$ cat src/rtl/ewq_pkg.sv
package ewq_pkg;

  typedef enum logic [1:0] {
    ST_IDLE    = 2'd0,
    ST_ARM     = 2'd1,
    ST_MEASURE = 2'd2
  } ewqState_e;

  // strobes from control to datapath
  typedef struct packed {
    logic latchTarget;
    logic clearChecks;
    logic restartTimer;
    logic countCheck;
  } ewqCtrl_t;

  // conditions from datapath to control
  typedef struct packed {
    logic edgeSeen;
    logic tooShort;
    logic tooLong;
    logic lastCheck;
    logic zeroTarget;
  } ewqStat_t;

endpackage

$ cat src/rtl/ewq_datapath.sv
module ewq_datapath
  import ewq_pkg::*;
#(
  parameter int CNT_W       = 8,
  parameter int CHK_W       = 5,
  parameter int STEP_CHECKS = 6,
  parameter int SYNC_STAGES = 2
) (
  input  logic             clk,
  input  logic             rst,
  input  logic             dataIn,
  input  logic [CNT_W-1:0] lowLimit,
  input  logic [CNT_W-1:0] highLimit,
  input  logic [1:0]       bitSel,
  input  ewqCtrl_t         ctrl,
  output ewqStat_t         stat
);

  localparam logic [CNT_W-1:0] TICK_MAX  = '1;
  localparam logic [CNT_W-1:0] TICK_ONE  = CNT_W'(1);
  localparam logic [CHK_W-1:0] CHK_ONE   = CHK_W'(1);
  localparam logic [CHK_W-1:0] CHK_STEP  = CHK_W'(STEP_CHECKS);

  // input synchronizer chain plus one stage of history
  logic [SYNC_STAGES-1:0] syncChain;
  logic                   lineLast;
  logic                   lineNow;

  assign lineNow = syncChain[SYNC_STAGES-1];

  always_ff @(posedge clk) begin
    if (rst) begin
      syncChain <= '0;
      lineLast  <= 1'b0;
    end else begin
      syncChain <= {syncChain[SYNC_STAGES-2:0], dataIn};
      lineLast  <= lineNow;
    end
  end

  // interval timer, saturating
  logic [CNT_W-1:0] tickCnt;

  always_ff @(posedge clk) begin
    if (rst) begin
      tickCnt <= '0;
    end else if (ctrl.restartTimer) begin
      tickCnt <= TICK_ONE;
    end else if (tickCnt != TICK_MAX) begin
      tickCnt <= tickCnt + TICK_ONE;
    end
  end

  // required check count, captured at start
  logic [CHK_W-1:0] checkTarget;
  logic [CHK_W-1:0] checksDone;

  always_ff @(posedge clk) begin
    if (rst) begin
      checkTarget <= '0;
    end else if (ctrl.latchTarget) begin
      checkTarget <= CHK_W'(bitSel) * CHK_STEP;
    end
  end

  always_ff @(posedge clk) begin
    if (rst || ctrl.clearChecks) begin
      checksDone <= '0;
    end else if (ctrl.countCheck) begin
      checksDone <= checksDone + CHK_ONE;
    end
  end

  always_comb begin
    stat.edgeSeen   = lineNow ^ lineLast;
    stat.tooShort   = tickCnt < lowLimit;
    stat.tooLong    = tickCnt >= highLimit;
    stat.lastCheck  = (checksDone + CHK_ONE) == checkTarget;
    stat.zeroTarget = bitSel == 2'd0;
  end

endmodule

$ cat src/rtl/ewq_control.sv
module ewq_control
  import ewq_pkg::*;
(
  input  logic      clk,
  input  logic      rst,
  input  logic      startStrobe,
  input  ewqStat_t  stat,
  output ewqCtrl_t  ctrl,
  output logic      passPulse,
  output logic      failPulse,
  output ewqState_e runPhase
);

  ewqState_e state;
  ewqState_e nextState;
  logic      passNext;
  logic      failNext;

  always_comb begin
    ctrl      = '0;
    nextState = state;
    passNext  = 1'b0;
    failNext  = 1'b0;
    case (state)
      ST_IDLE: begin
        if (startStrobe) begin
          ctrl.latchTarget = 1'b1;
          ctrl.clearChecks = 1'b1;
          if (stat.zeroTarget) begin
            passNext = 1'b1;
          end else begin
            nextState = ST_ARM;
          end
        end
      end
      ST_ARM: begin
        if (stat.edgeSeen) begin
          ctrl.restartTimer = 1'b1;
          nextState         = ST_MEASURE;
        end
      end
      ST_MEASURE: begin
        if (stat.edgeSeen) begin
          if (stat.tooShort || stat.tooLong) begin
            failNext  = 1'b1;
            nextState = ST_IDLE;
          end else if (stat.lastCheck) begin
            ctrl.countCheck = 1'b1;
            passNext        = 1'b1;
            nextState       = ST_IDLE;
          end else begin
            ctrl.countCheck   = 1'b1;
            ctrl.restartTimer = 1'b1;
          end
        end else if (stat.tooLong) begin
          failNext  = 1'b1;
          nextState = ST_IDLE;
        end
      end
      default: nextState = ST_IDLE;
    endcase
  end

  always_ff @(posedge clk) begin
    if (rst) begin
      state     <= ST_IDLE;
      passPulse <= 1'b0;
      failPulse <= 1'b0;
    end else begin
      state     <= nextState;
      passPulse <= passNext;
      failPulse <= failNext;
    end
  end

  assign runPhase = state;

endmodule

$ cat src/rtl/edge_window_qualifier.sv
module edge_window_qualifier
  import ewq_pkg::*;
#(
  parameter int CNT_W         = 8,
  parameter int BITS_PER_STEP = 3,
  parameter int EDGES_PER_BIT = 2,
  parameter int SYNC_STAGES   = 2
) (
  input  logic             clk,
  input  logic             rst,
  input  logic             startStrobe,
  input  logic             dataIn,
  input  logic [CNT_W-1:0] lowLimit,
  input  logic [CNT_W-1:0] highLimit,
  input  logic [1:0]       bitSel,
  output logic             passPulse,
  output logic             failPulse
);

  localparam int STEP_CHECKS = BITS_PER_STEP * EDGES_PER_BIT;
  localparam int MAX_CHECKS  = 3 * STEP_CHECKS;
  localparam int CHK_W       = $clog2(MAX_CHECKS + 1);

  ewqCtrl_t  ctrl;
  ewqStat_t  stat;
  ewqState_e runPhase;

  ewq_datapath #(
    .CNT_W      (CNT_W),
    .CHK_W      (CHK_W),
    .STEP_CHECKS(STEP_CHECKS),
    .SYNC_STAGES(SYNC_STAGES)
  ) datapath_i (
    .clk      (clk),
    .rst      (rst),
    .dataIn   (dataIn),
    .lowLimit (lowLimit),
    .highLimit(highLimit),
    .bitSel   (bitSel),
    .ctrl     (ctrl),
    .stat     (stat)
  );

  ewq_control control_i (
    .clk        (clk),
    .rst        (rst),
    .startStrobe(startStrobe),
    .stat       (stat),
    .ctrl       (ctrl),
    .passPulse  (passPulse),
    .failPulse  (failPulse),
    .runPhase   (runPhase)
  );

endmodule

$ cat config.mk
export PLATFORM = sky130hd
export DESIGN_NAME = edge_window_qualifier
export DESIGN_NICKNAME = d
export VERILOG_FILES = /design/src/rtl/ewq_pkg.sv /design/src/rtl/ewq_datapath.sv /design/src/rtl/ewq_control.sv /design/src/rtl/edge_window_qualifier.sv
export SDC_FILE = /design/constraint.sdc
export NUM_CORES = 1
export LEC_CHECK = 0
export ABC_AREA = 1
export BUFFER_PORTS_ARGS = -buffer_cell sky130_fd_sc_hd__buf_2
export CORE_MARGIN = 3
export CORE_UTILIZATION = 54
export CTS_BUF_LIST = sky130_fd_sc_hd__clkbuf_8
export CTS_CLUSTER_SIZE = 10
export DETAILED_ROUTE_END_ITERATION = 10
export GPL_TIMING_DRIVEN = 1
export HOLD_SLACK_MARGIN = 0.15
export PLACE_DENSITY = 0.83
export SLEW_MARGIN = 10
export SYNTH_ARGS = -nofsm -noshare
export SYNTH_HDL_FRONTEND = slang
export SYNTH_SLANG_ARGS = --single-unit
$ cat constraint.sdc
create_clock -name clk -period 2.3 [get_ports clk]
set_input_delay 0.46 -clock clk [delete_from_list [all_inputs] [get_ports clk]]
set_output_delay 0.46 -clock clk [all_outputs]
set_load 0.01 [all_outputs]
==> flow_summary.json <==
{
  "status": "finished, final reports clean",
  "io_pins": 24,
  "finalSetupTns_ns": 0,
  "critPathLaunch": "datapath_i.tickCnt[2]$_SDFFE_PP0P_",
  "drive_above_1_share_pct": 19.4,
  "synth_ff_type": "dfxtp_1",
  "grt_overflow": 0,
  "fin_ws_ns": 0.381,
  "setup.worst_path.end_class": "flop",
  "synthCells": 243,
  "final_core_util_pct": 66.6,
  "r2r_slack_ns": 0.38,
  "row_count": 19,
  "r2r_cells": 11,
  "antenna_cells": 0,
  "cts_tree": "built",
  "routed_via_density": 4.80,
  "antenna_found_initial": 0,
  "synth_warnings": 0,
  "drt_iter0_drc": 77,
  "worst_pin_slew_ns": 0.284,
  "cp_data_arrival_time_ns": 2.12,
  "syn_to_final_growth_pct": 11.6,
  "drt_wl_total_um": 3160,
  "grt_usage_pct": 17.4,
  "hold_viol": 0,
  "hp-class": "primary input to flop",
  "syn_area_per_cell_um2": 7.12,
  "timing.critical_path.to": "datapath_i.checksDone[0]$_SDFFE_PP0P_",
  "core-area_mm2": 0.00290,
  "synth_seq_area_share_pct": 27.8,
  "cts_resized": 0,
  "placed_cells_incl_taps": 307,
  "critPathRequiredTime_ns": 2.50,
  "synth_edf_count": 0,
  "place.gp.congestion": 0.837,
  "insertion_delay_ns": 0.26,
  "path_clk_slew_ns": 0.08,
  "num_vias": 1488,
  "die_w_um": 62.6,
  "post_cts_buffers": 0,
  "slew_violations": 0,
  "rsz0062_at_grt": "no",
  "final_cells": 310,
  "relSlewSlack_pct": 81.0,
  "dieArea_mm2": 0.00392,
  "numCtsBuffers": 3,
  "cap_viol_max_count": 0,
  "ir_drop_mv": 0.399,
  "fin_crit_sh_pct": 83.4,
  "crit_type": "flop to flop",
  "drc": 0,
  "hold_buffers": 0,
  "grt_first_pass_wirelength_um": 5710,
  "first_pass_iters": 4,
  "first_global_vias": 1385,
  "synth_nets": 288,
  "start_util_pct": 59.6,
  "syn_area_mm2": 0.00173,
  "die_h_um": 62.6,
  "powerDensity_mw_per_mm2": 528,
  "skew_ns": 0.00337,
  "place_area_mm2": 0.00189,
  "fin_worst_hold_slack_ns": 0.407,
  "worstReg2RegStart": "datapath_i.tickCnt[2]$_SDFFE_PP0P_",
  "stdcell_area_mm2": 0.00193,
  "p_total_mw": 1.02,
  "hpwl_um": 2480,
  "grt_max_degree": 13,
  "synth.distinct_cells": 30,
  "r2r-end": "datapath_i.checksDone[0]$_SDFFE_PP0P_",
  "port_buffers": 23,
  "start_kind": "flop",
  "htree_levels": 1,
  "avgRoutedWirePerCell_um": 10.2,
  "ys_ff_latch": 24,
  "final_nets": 315,
  "leakage_nw": 1.04,
  "root_buffer": "clkbuf_8",
  "layout_min_cycle_time_ns": 1.92,
  "clock_path_buffers": 2,
  "finalSetupViolations": 0,
  "worstPathMaxFanout": 10,
  "place_ws_ns": 0.262,
  "async_flop_share_pct": 0,
  "max_freq_mhz": 521,
  "antenna_left": 0,
  "cts.sinks": 24
}
[critical path: stages, from the launching register on]
cell and delay (ns):
dfxtp_1 0.48, ha_1 0.29, nand2_1 0.08, nor2_1 0.05
nor2_1 0.08, nand2_1 0.06, nand2_1 0.05, nand2_1 0.11
nor2_4 0.16, nand2_2 0.15, or2_0 0.24, a21oi_1 0.12
[Yosys cell counts, types with 2 or more instances]
master | n | area (µm²)
inv_2 | 2 | 7.51
o21ai_0 | 7 | 35.0
nand2_4 | 2 | 22.5
inv_1 | 44 | 165
a211oi_1 | 3 | 22.5
dfxtp_1 | 24 | 480
a21oi_1 | 11 | 55.1
nor2_1 | 27 | 101
nor2_4 | 2 | 22.5
nand3_1 | 8 | 40.0
nand4_1 | 5 | 31.3
nor2_2 | 9 | 56.3
nand2_1 | 53 | 199
xor2_1 | 4 | 35.0
nand2_2 | 5 | 31.3
ha_1 | 23 | 288
[cell type report]
class,count,area (µm²)
multi-input cells,171,1060
fillers,275,970
flip-flops and latches,24,480
inverters,47,178
repair buffers,23,115
well taps,42,52.6
clock buffers,3,41.3
[how the worst min path moves through the flow]
stage	startpoint	to	slack, ns	depth (start not counted)
after CTS	dataIn	datapath_i.syncChain[0]$_SDFF_PP0_	0.41	3
final	dataIn	datapath_i.syncChain[0]$_SDFF_PP0_	0.41	3
after global placement	datapath_i.syncChain[0]$_SDFF_PP0_	datapath_i.syncChain[1]$_SDFF_PP0_	0.40	2
after floorplan	datapath_i.syncChain[0]$_SDFF_PP0_	datapath_i.syncChain[1]$_SDFF_PP0_	0.39	2
after global routing	dataIn	datapath_i.syncChain[0]$_SDFF_PP0_	0.44	3
after detailed placement	datapath_i.syncChain[0]$_SDFF_PP0_	datapath_i.syncChain[1]$_SDFF_PP0_	0.40	2
[logic make-up (layout without fill, tap and decap cells)]
logic type | count (synthesis) | count (layout) | share of synthesized area (%)
adders and majority gates | 23 | 23 | 16.6
buffers and inverters | 48 | 73 | 10.7
AOI/OAI and AO/OA | 26 | 26 | 8.68
DFF | 24 | 24 | 27.8
xor gates and xnor gates | 6 | 6 | 3.47
and+or+nand+nor | 116 | 116 | 32.7
[metal layers]
metal | up-vias | share of wire (%) | wire length, µm | GRT usage [%]
li1 | 806 | - | - | -
met1 | 646 | 48 | 1530 | 23.1
met2 | 32 | 46 | 1450 | 29.8
met3 | 4 | 4.7 | 147 | 1.62
met4 | 0 | 0.95 | 30 | 4.96
met5 | - | 0 | 0 | 0
[where the power goes]
part / internal (mW) / switching (mW)
logic: 0.119 / 0.181
clock network: 0.117 / 0.123
registers: 0.453 / 0.0264
total: 0.689 / 0.330
[state kept, by name, summed over array words and instances, names as in the netlist]
register,cells
datapath_i.syncChain,2
control_i.runPhase,2
datapath_i.lineLast,1
datapath_i.checkTarget,4
datapath_i.checksDone,5
control_i.failPulse,1
control_i.passPulse,1
datapath_i.tickCnt,8
[cell usage in the layout (no fill, tap or decap), types with 2 or more instances in the layout]
cell type | Yosys | final
nand2_4 | 2 | 2
xor2_1 | 4 | 4
dfxtp_1 | 24 | 24
nand2_1 | 53 | 53
inv_1 | 44 | 44
nor2_2 | 9 | 9
inv_2 | 2 | 2
nand4_1 | 5 | 5
a211oi_1 | 3 | 3
nand2_2 | 5 | 5
o21ai_0 | 7 | 7
ha_1 | 23 | 23
nand3_1 | 8 | 8
a21oi_1 | 11 | 11
nor2_4 | 2 | 2
buf_2 | 0 | 23
nor2_1 | 27 | 27
clkbuf_8 | 0 | 3
(Power assumes the default switching activity.)
